--- config.mk ---
export PLATFORM = sky130hd
export DESIGN_NAME = cmp_event_ctrl
export DESIGN_NICKNAME = d
export VERILOG_FILES = /design/src/rtl/cmp_evt_pkg.sv /design/src/rtl/cmp_sync.sv /design/src/rtl/cmp_hold_gate.sv /design/src/rtl/cmp_edge_flag.sv /design/src/rtl/cmp_event_ctrl.sv
export SDC_FILE = /design/constraint.sdc
export NUM_CORES = 1
export LEC_CHECK = 0
export ABC_CLOCK_PERIOD_IN_PS = 1400
export BUFFER_PORTS_ARGS = -buffer_cell sky130_fd_sc_hd__buf_4
export CAP_MARGIN = 20
export CORE_MARGIN = 1.5
export CORE_UTILIZATION = 45
export CTS_CLUSTER_DIAMETER = 80
export DETAILED_ROUTE_END_ITERATION = 8
export PLACE_DENSITY = 0.77
export SYNTH_ARGS = -nofsm -noshare
export SYNTH_HDL_FRONTEND = slang
export SYNTH_HIERARCHICAL = 1
export SYNTH_SLANG_ARGS = --single-unit
--- constraint.sdc ---
create_clock -name clk_i -period 1.4 [get_ports clk_i]
set_input_delay 0.28 -clock clk_i [delete_from_list [all_inputs] [get_ports clk_i]]
set_output_delay 0.28 -clock clk_i [all_outputs]
set_load 0.01 [all_outputs]
--- src/rtl/cmp_evt_pkg.sv ---
`timescale 1ns/1ps
package cmp_evt_pkg;

    typedef enum logic [1:0] {
        EVT_NONE    = 2'b00,
        EVT_RISE    = 2'b01,
        EVT_FALL    = 2'b10,
        EVT_BOTH    = 2'b11
    } evt_mode_e;

    typedef enum logic [1:0] {
        ST_OFF,
        ST_SETTLE,
        ST_TRACK
    } hold_state_e;

    localparam int REG_W = 8;

endpackage

--- src/rtl/cmp_sync.sv ---
`timescale 1ns/1ps
module cmp_sync #(
    parameter int STAGES = 2
) (
    input  logic clk_i,
    input  logic rst_ni,
    input  logic d_i,
    output logic q_o
);
    logic [STAGES-1:0] chain_q;

    generate
        for (genvar i = 0; i < STAGES; i++) begin : g_stage
            if (i == 0) begin : g_first
                always_ff @(posedge clk_i or negedge rst_ni) begin
                    if (!rst_ni) chain_q[0] <= 1'b0;
                    else         chain_q[0] <= d_i;
                end
            end else begin : g_next
                always_ff @(posedge clk_i or negedge rst_ni) begin
                    if (!rst_ni) chain_q[i] <= 1'b0;
                    else         chain_q[i] <= chain_q[i-1];
                end
            end
        end
    endgenerate

    assign q_o = chain_q[STAGES-1];
endmodule

--- src/rtl/cmp_hold_gate.sv ---
`timescale 1ns/1ps
module cmp_hold_gate
    import cmp_evt_pkg::*;
#(
    parameter int HOLD_CYCLES = 63,
    localparam int CNT_W = $clog2(HOLD_CYCLES + 1)
) (
    input  logic              clk_i,
    input  logic              rst_ni,
    input  logic              en_i,
    input  logic              sync_i,
    output logic              gated_o,
    output hold_state_e       state_o,
    output logic [CNT_W-1:0]  cnt_o
);
    localparam logic [CNT_W-1:0] LAST = CNT_W'(HOLD_CYCLES - 1);

    hold_state_e state_q, state_d;
    logic [CNT_W-1:0] cnt_q, cnt_d;
    logic gated_q, gated_d;

    // state register
    always_ff @(posedge clk_i or negedge rst_ni) begin
        if (!rst_ni) begin
            state_q <= ST_OFF;
            cnt_q   <= '0;
            gated_q <= 1'b0;
        end else begin
            state_q <= state_d;
            cnt_q   <= cnt_d;
            gated_q <= gated_d;
        end
    end

    // next state and outputs
    always_comb begin
        state_d = state_q;
        cnt_d   = cnt_q;
        gated_d = gated_q;
        unique case (state_q)
            ST_OFF: begin
                cnt_d = '0;
                if (en_i) state_d = ST_SETTLE;
            end
            ST_SETTLE: begin
                if (!en_i) begin
                    state_d = ST_OFF;
                    cnt_d   = '0;
                end else if (cnt_q == LAST) begin
                    state_d = ST_TRACK;
                    cnt_d   = '0;
                end else begin
                    cnt_d = cnt_q + 1'b1;
                end
            end
            ST_TRACK: begin
                gated_d = sync_i;
                if (!en_i) state_d = ST_OFF;
            end
            default: state_d = ST_OFF;
        endcase
    end

    assign gated_o = gated_q;
    assign state_o = state_q;
    assign cnt_o   = cnt_q;
endmodule

--- src/rtl/cmp_edge_flag.sv ---
`timescale 1ns/1ps
module cmp_edge_flag
    import cmp_evt_pkg::*;
(
    input  logic       clk_i,
    input  logic       rst_ni,
    input  logic       gated_i,
    input  evt_mode_e  mode_i,
    input  logic       clr_i,
    output logic       flag_o
);
    logic prev_q;
    logic flag_q;
    logic rise, fall, hit;

    assign rise = gated_i & ~prev_q;
    assign fall = ~gated_i & prev_q;

    always_comb begin
        unique case (mode_i)
            EVT_NONE: hit = 1'b0;
            EVT_RISE: hit = rise;
            EVT_FALL: hit = fall;
            EVT_BOTH: hit = rise | fall;
            default:  hit = 1'b0;
        endcase
    end

    always_ff @(posedge clk_i or negedge rst_ni) begin
        if (!rst_ni) begin
            prev_q <= 1'b0;
            flag_q <= 1'b0;
        end else begin
            prev_q <= gated_i;
            if (hit)        flag_q <= 1'b1;
            else if (clr_i) flag_q <= 1'b0;
        end
    end

    assign flag_o = flag_q;
endmodule

--- src/rtl/cmp_event_ctrl.sv ---
`timescale 1ns/1ps
module cmp_event_ctrl
    import cmp_evt_pkg::*;
#(
    parameter int HOLD_CYCLES = 63,
    parameter int SYNC_STAGES = 2
) (
    input  logic        clk_i,
    input  logic        rst_ni,
    input  logic        cmp_raw_i,
    input  logic        reg_wr_i,
    input  logic        reg_addr_i,
    input  logic [7:0]  reg_wdata_i,
    output logic [7:0]  reg_rdata_o,
    output logic        irq_o,
    output logic        capture_o,
    output logic        pin_o
);
    localparam int CNT_W = $clog2(HOLD_CYCLES + 1);

    logic      en_q, ie_q, cap_q, pin_q;
    evt_mode_e mode_q;
    logic      clr_req;
    logic      sync_val, gated, flag;
    hold_state_e hold_state;
    logic [CNT_W-1:0] hold_cnt;

    always_ff @(posedge clk_i or negedge rst_ni) begin
        if (!rst_ni) begin
            en_q   <= 1'b0;
            ie_q   <= 1'b0;
            cap_q  <= 1'b0;
            pin_q  <= 1'b0;
            mode_q <= EVT_NONE;
        end else if (reg_wr_i && !reg_addr_i) begin
            en_q   <= reg_wdata_i[0];
            ie_q   <= reg_wdata_i[1];
            cap_q  <= reg_wdata_i[2];
            pin_q  <= reg_wdata_i[3];
            mode_q <= evt_mode_e'(reg_wdata_i[5:4]);
        end
    end

    assign clr_req = reg_wr_i & reg_addr_i & reg_wdata_i[0];

    cmp_sync #(.STAGES(SYNC_STAGES)) sync_i (
        .clk_i (clk_i),
        .rst_ni(rst_ni),
        .d_i   (cmp_raw_i),
        .q_o   (sync_val)
    );

    cmp_hold_gate #(.HOLD_CYCLES(HOLD_CYCLES)) hold_i (
        .clk_i  (clk_i),
        .rst_ni (rst_ni),
        .en_i   (en_q),
        .sync_i (sync_val),
        .gated_o(gated),
        .state_o(hold_state),
        .cnt_o  (hold_cnt)
    );

    cmp_edge_flag edge_i (
        .clk_i  (clk_i),
        .rst_ni (rst_ni),
        .gated_i(gated),
        .mode_i (mode_q),
        .clr_i  (clr_req),
        .flag_o (flag)
    );

    always_comb begin
        if (reg_addr_i) reg_rdata_o = {6'b0, gated, flag};
        else            reg_rdata_o = {2'b0, mode_q, pin_q, cap_q, ie_q, en_q};
    end

    assign irq_o     = ie_q & flag;
    assign capture_o = cap_q & gated;
    assign pin_o     = pin_q & cmp_raw_i;
endmodule

* Word level (Yosys, flattened, before mapping) *
Cells that the tools add are included.

word-level totals
  bits in registers = 19
  input bits = 13
  word-level logic and storage cells = 51
  memories = 0
  RAM bits = 0
  latch bits = 0
  output and inout port bits = 11
  bits in read-only memories = 0

operators by class
  mux-type cells = 12
  order comparisons = 0
  equal/unequal tests = 9
  shift operators = 0
  div/mod/pow operators = 0
  reductions and logical operators = 7
  $add $sub $neg = 1
  $mul = 0
  bitwise gates (word level) = 10

operators by type and width
  kind                                                    count
  2-to-1 mux 6 bit                                        3
  one-hot mux 6 bit (2 select lines)                      1
  2-to-1 mux 2 bit                                        4
  bitwise AND 1 bit                                       7
  adder 6 x 1 -> 6 bit (second input constant)            1
  equality test 2 bit (second input constant)             3
  equality test 6 bit (second input constant)             1
  one-hot mux 2 bit (3 select lines)                      1
  equality test 2 x 1 -> 1 bit (second input constant)    2
  zero test 2 bit                                         2
  inequality test 2 bit (second input constant)           2
  one-hot mux 1 bit (4 select lines)                      1
  nonzero test 2 bit                                      2
  inequality test 3 x 2 -> 1 bit (second input constant)  1
  AND reduction 3 bit                                     1
  2-to-1 mux 1 bit                                        2
  NOT 1 bit                                               2
  logical AND 1 bit                                       1
  zero test 1 bit                                         1
  OR 1 bit                                                1

* Depth between registers and ports, before layout *
  word-level depth = 5
  mapped depth = 5
  gate-level depth less buffers = 5

* Hierarchy *
Netlist, hierarchy kept.

modules (own cells, without submodules)
  module          area each (µm²)  seq. area each (µm²)  cells an instance  instances
  cmp_hold_gate   493.0            225.2                 46                 1
  cmp_event_ctrl  362.8            150.1                 27                 1
  cmp_edge_flag   116.4            50.0                  12                 1
  cmp_sync        50.0             50.0                  2                  1

* Worst setup path before layout *
Ideal clock, no wire load.

  path kind = register to register
  start point = register hold_i.cnt_q[0], in the netlist hold_i/cnt_o[0]
  end point = register hold_i.cnt_q[2], in the netlist hold_i/cnt_o[2]
  stages on the path, launching flop included = 5
  library setup time = 0.101 ns
  data arrival time = 1.063 ns
  path buffers = 0
  clock period less this slack = 1.163 ns
  slack = 0.237 ns
  data required time = 1.299 ns
  cells stage by stage = dfrtp_1 > inv_1 > ha_1 > a31o_4 > o311ai_2

on the way
  word-level cells in the longest chain between the ends = 4
  elaborated cells on any way between the ends = 5
  those cells by class = add/sub: 1; eq/ne: 1; mux: 3

RTL lines
  element                                                             line                                      RTL
  start: declaration                                                  cmp_hold_gate.sv:19                       logic [CNT_W-1:0] cnt_q, cnt_d;
  start signal: assignment                                            cmp_hold_gate.sv:30                       cnt_q <= cnt_d;
  adder 6 x 1 -> 6 bit / equality test 6 bit (equally long branches)  cmp_hold_gate.sv:53, cmp_hold_gate.sv:49
  2-to-1 mux 6 bit *                                                  cmp_hold_gate.sv:49                       end else if (cnt_q == LAST) begin
  2-to-1 mux 6 bit *                                                  cmp_hold_gate.sv:46                       if (!en_i) begin
  one-hot mux 6 bit (2 select lines) *                                cmp_hold_gate.sv:40                       unique case (state_q)

Mark *: on every way between the ends. The rest lies on a longest branch, timed or not.
A chain may end at the register's enable or synchronous reset.

* Worst setup path in the final report *
  start point = register ie_q
  end point = output reg_rdata_o[1]

on the way
  word-level cells in the longest chain between the ends = 1

RTL lines
  element                   line                  RTL
  start: declaration        cmp_event_ctrl.sv:21  logic en_q, ie_q, cap_q, pin_q;
  start signal: assignment  cmp_event_ctrl.sv:37  ie_q <= reg_wdata_i[1];
  2-to-1 mux 6 bit          cmp_event_ctrl.sv:73  if (reg_addr_i) reg_rdata_o = {6'b0, gated, flag};
  end: declaration          cmp_event_ctrl.sv:14  output logic [7:0] reg_rdata_o,

Every way passes these cells.

==> run metrics <==
commonest non-fill, non-tap cell in the layout buf_4; largest net degree at the start of global routing 20; H-tree depth 1; Net Sw Power 0.287 mW; CTS Buf Count 3; Int Pwr 0.851 mW; final slew viol count 0; Core ar. 0.00217 mm^2; placed cell area 0.00119 mm^2; worst slack, placed 0.151 ns; Yosys warnings 6; Final period util 1.00; I/O Pins 24; Antenna Cells 0; Hold Path Origin cmp_raw_i; Yosys cell types 32; WP data required 1.12 ns; Critical Path Sink Type output port; Seq pwr share 0.546; Post-Syn Instances 87; clk slew on worst S/H paths 0.10 ns; HP Class input pin to register; die area 0.00257 mm^2; gr ovfl total 0; via count 717; overall global routing resource usage 0.168; leading area contributor after synthesis dfrtp_1; Maximum Capacitance Violations 0; fin crit period 1.40 ns; f_max 713 MHz; Critical Path Start ie_q; ANT nets after route 0; Die Wd 50.7 um; number of synthesized register bits 19; CTS Sinks 19; Setup Crit Path Kind register to output port; Avg Inst Size Synth 11.7 um^2; CTS tree built; RSZ-0062 raised after global routing yes; Via density 4.91; drt total wl 1840 um; number of port buffers 19; Pleak 0.642 nW; clock share of power 0.235; vias in the first global route 725; Die Y 50.7 um; layout cells sized above 1 0.458; Critical Path Fanout Max 2; Yosys top cell area share 0.465; most frequent cells in the layout buf_4, dfrtp_1, nand2_1; final instance area 0.00132 mm^2; power per cell area 865 mW/mm^2; Starting Density 0.471; TNS Setup -0.00350 ns; Post-Syn Area 0.00102 mm^2; 1st-pass router iterations 4; post-detail-place hpwl 1320 um; gpl congestion 0.745; CTS root buf clkbuf_4; failing checks setup timing; type of origin of the critical path register; Worst Path Arrival 1.12 ns; first-pass GRT wire length 3200 um; Synth-to-Final Area Change 28.8%; Final Hold Fails 0; status finished, violations left; sequential element share of the synthesized area 0.465; maximum clock path buffer count 2; routed length per instance 12.6 um; initial antenna violation count 0; DRC violations left 0; Area contributors post-synth dfrtp_1, mux2_4, ha_1, and2b_2, nand2_1; Clk Latency, worst-skew pair 0.29 ns; Comb pwr share 0.219; NumNets Final 136; final worst slack -0.00350 ns; Site Rows 17; Sw Ratio 0.252; Layout Skew 0.00185 ns; Max IR drop VDD 0.590 mV; first-iteration detailed-routing DRC count 19; Setup-failing EPs final 1; Reg2Reg Launch Point hold_i/gated_o
==> state kept, by name (all words and copies together) (netlist names) <==
| signal | cells |
|---|---|
| edge_i/flag_o | 1 |
| mode_q | 2 |
| hold_i/state_o | 2 |
| cap_q | 1 |
| sync_i/q_o | 1 |
| hold_i/cnt_o | 6 |
| hold_i/gated_o | 1 |
| ie_q | 1 |
| en_q | 1 |
| edge_i/prev_q | 1 |
| pin_q | 1 |
| sync_i/chain_q | 1 |
==> cells by family (layout without fill, tap and decap cells) <==
kind of cell,count (synthesis),after routing,share of synthesized area
buffers and inverters,10,40,0.0551
muxes,10,10,0.131
and+or+nand+nor,31,31,0.186
adders and majority gates,4,4,0.0490
other,1,2,0.00367
DFF,19,19,0.465
AOI/OAI and AO/OA,12,12,0.110
==> synth_stat cells, drive strengths merged <==
cell / count
mux2: 9
conb: 1
nor2b: 5
and3: 3
nand3: 2
a31o: 1
dfrtp: 19
a21oi: 1
and3b: 1
nand2: 9
nand4b: 1
ha: 4
and2: 3
a211oi: 1
a22o: 1
o311ai: 1
inv: 6
o221ai: 1
nor2: 2
and4: 1
mux2i: 1
buf: 4
o21ai: 4
and2b: 4
o31ai: 1
o41a: 1
==> final timing paths <==
kind,slack [ns],cells past startpoint,end
setup / recovery,-0.003,2,reg_rdata_o[1]
hold / removal,0.1,1,sync_i/chain_q[0]
setup reg to reg,0.12,7,edge_i/flag_o
hold reg to reg,0.36,0,sync_i/q_o
max in group asynchronous,0.81,2,hold_i/cnt_o[5]
min in group asynchronous,0.39,2,hold_i/cnt_o[3]
==> worst max-delay path, cell delays in order (launching register included) <==
cell and delay [ns]:
dfrtp_1 0.42, mux2_4 0.29, buf_6 0.12
==> per-stage QoR <==
| step | utilization | std cells | hold WS, ns | total power, mW |
|---|---|---|---|---|
| after detailed placement | 0.550 | 134 | 0.171 | 0.842 |
| after global placement | 0.550 | 134 | 0.164 | 0.830 |
| final | 0.607 | 146 | 0.0981 | 1.14 |
| after floorplan | - | 88 | -0.0156 | 0.755 |
| after global routing | 0.607 | 146 | 0.0661 | 1.21 |
| after CTS | 0.594 | 144 | 0.0753 | 1.15 |
==> power by group through the flow <==
stage               Combinational (mW)  Sequential, mW  Clock (mW)
floorplan                        0.130           0.625           0
global placement                 0.196           0.633           0
detailed placement               0.205           0.637           0
CTS                              0.232           0.623       0.293
global route                     0.269           0.630       0.315
finish                           0.250           0.622       0.267
==> repair_timing <==
action	4_1_cts	5_1_grt
cloned	0	0
resized for setup	6	4
buffers inserted	5	2
endpoints found under the setup margin	2	5
endpoints found under the hold margin	19	0
hold buffers	1	0
==> cell type report <==
class / count / area (um^2)
timing repair buffer: 30 / 250
tap: 28 / 35.0
inverter: 6 / 22.5
fill: 183 / 853
sequential: 19 / 475
clock buffer: 4 / 26.3
multi-input combinational: 59 / 507
==> routing by layer <==
layer	global-route usage	routed length, um
met3	0.0357	59
met4	0.0676	0
met1	0.223	841
met5	0	0
met2	0.265	942
(Power assumes the default switching activity.)
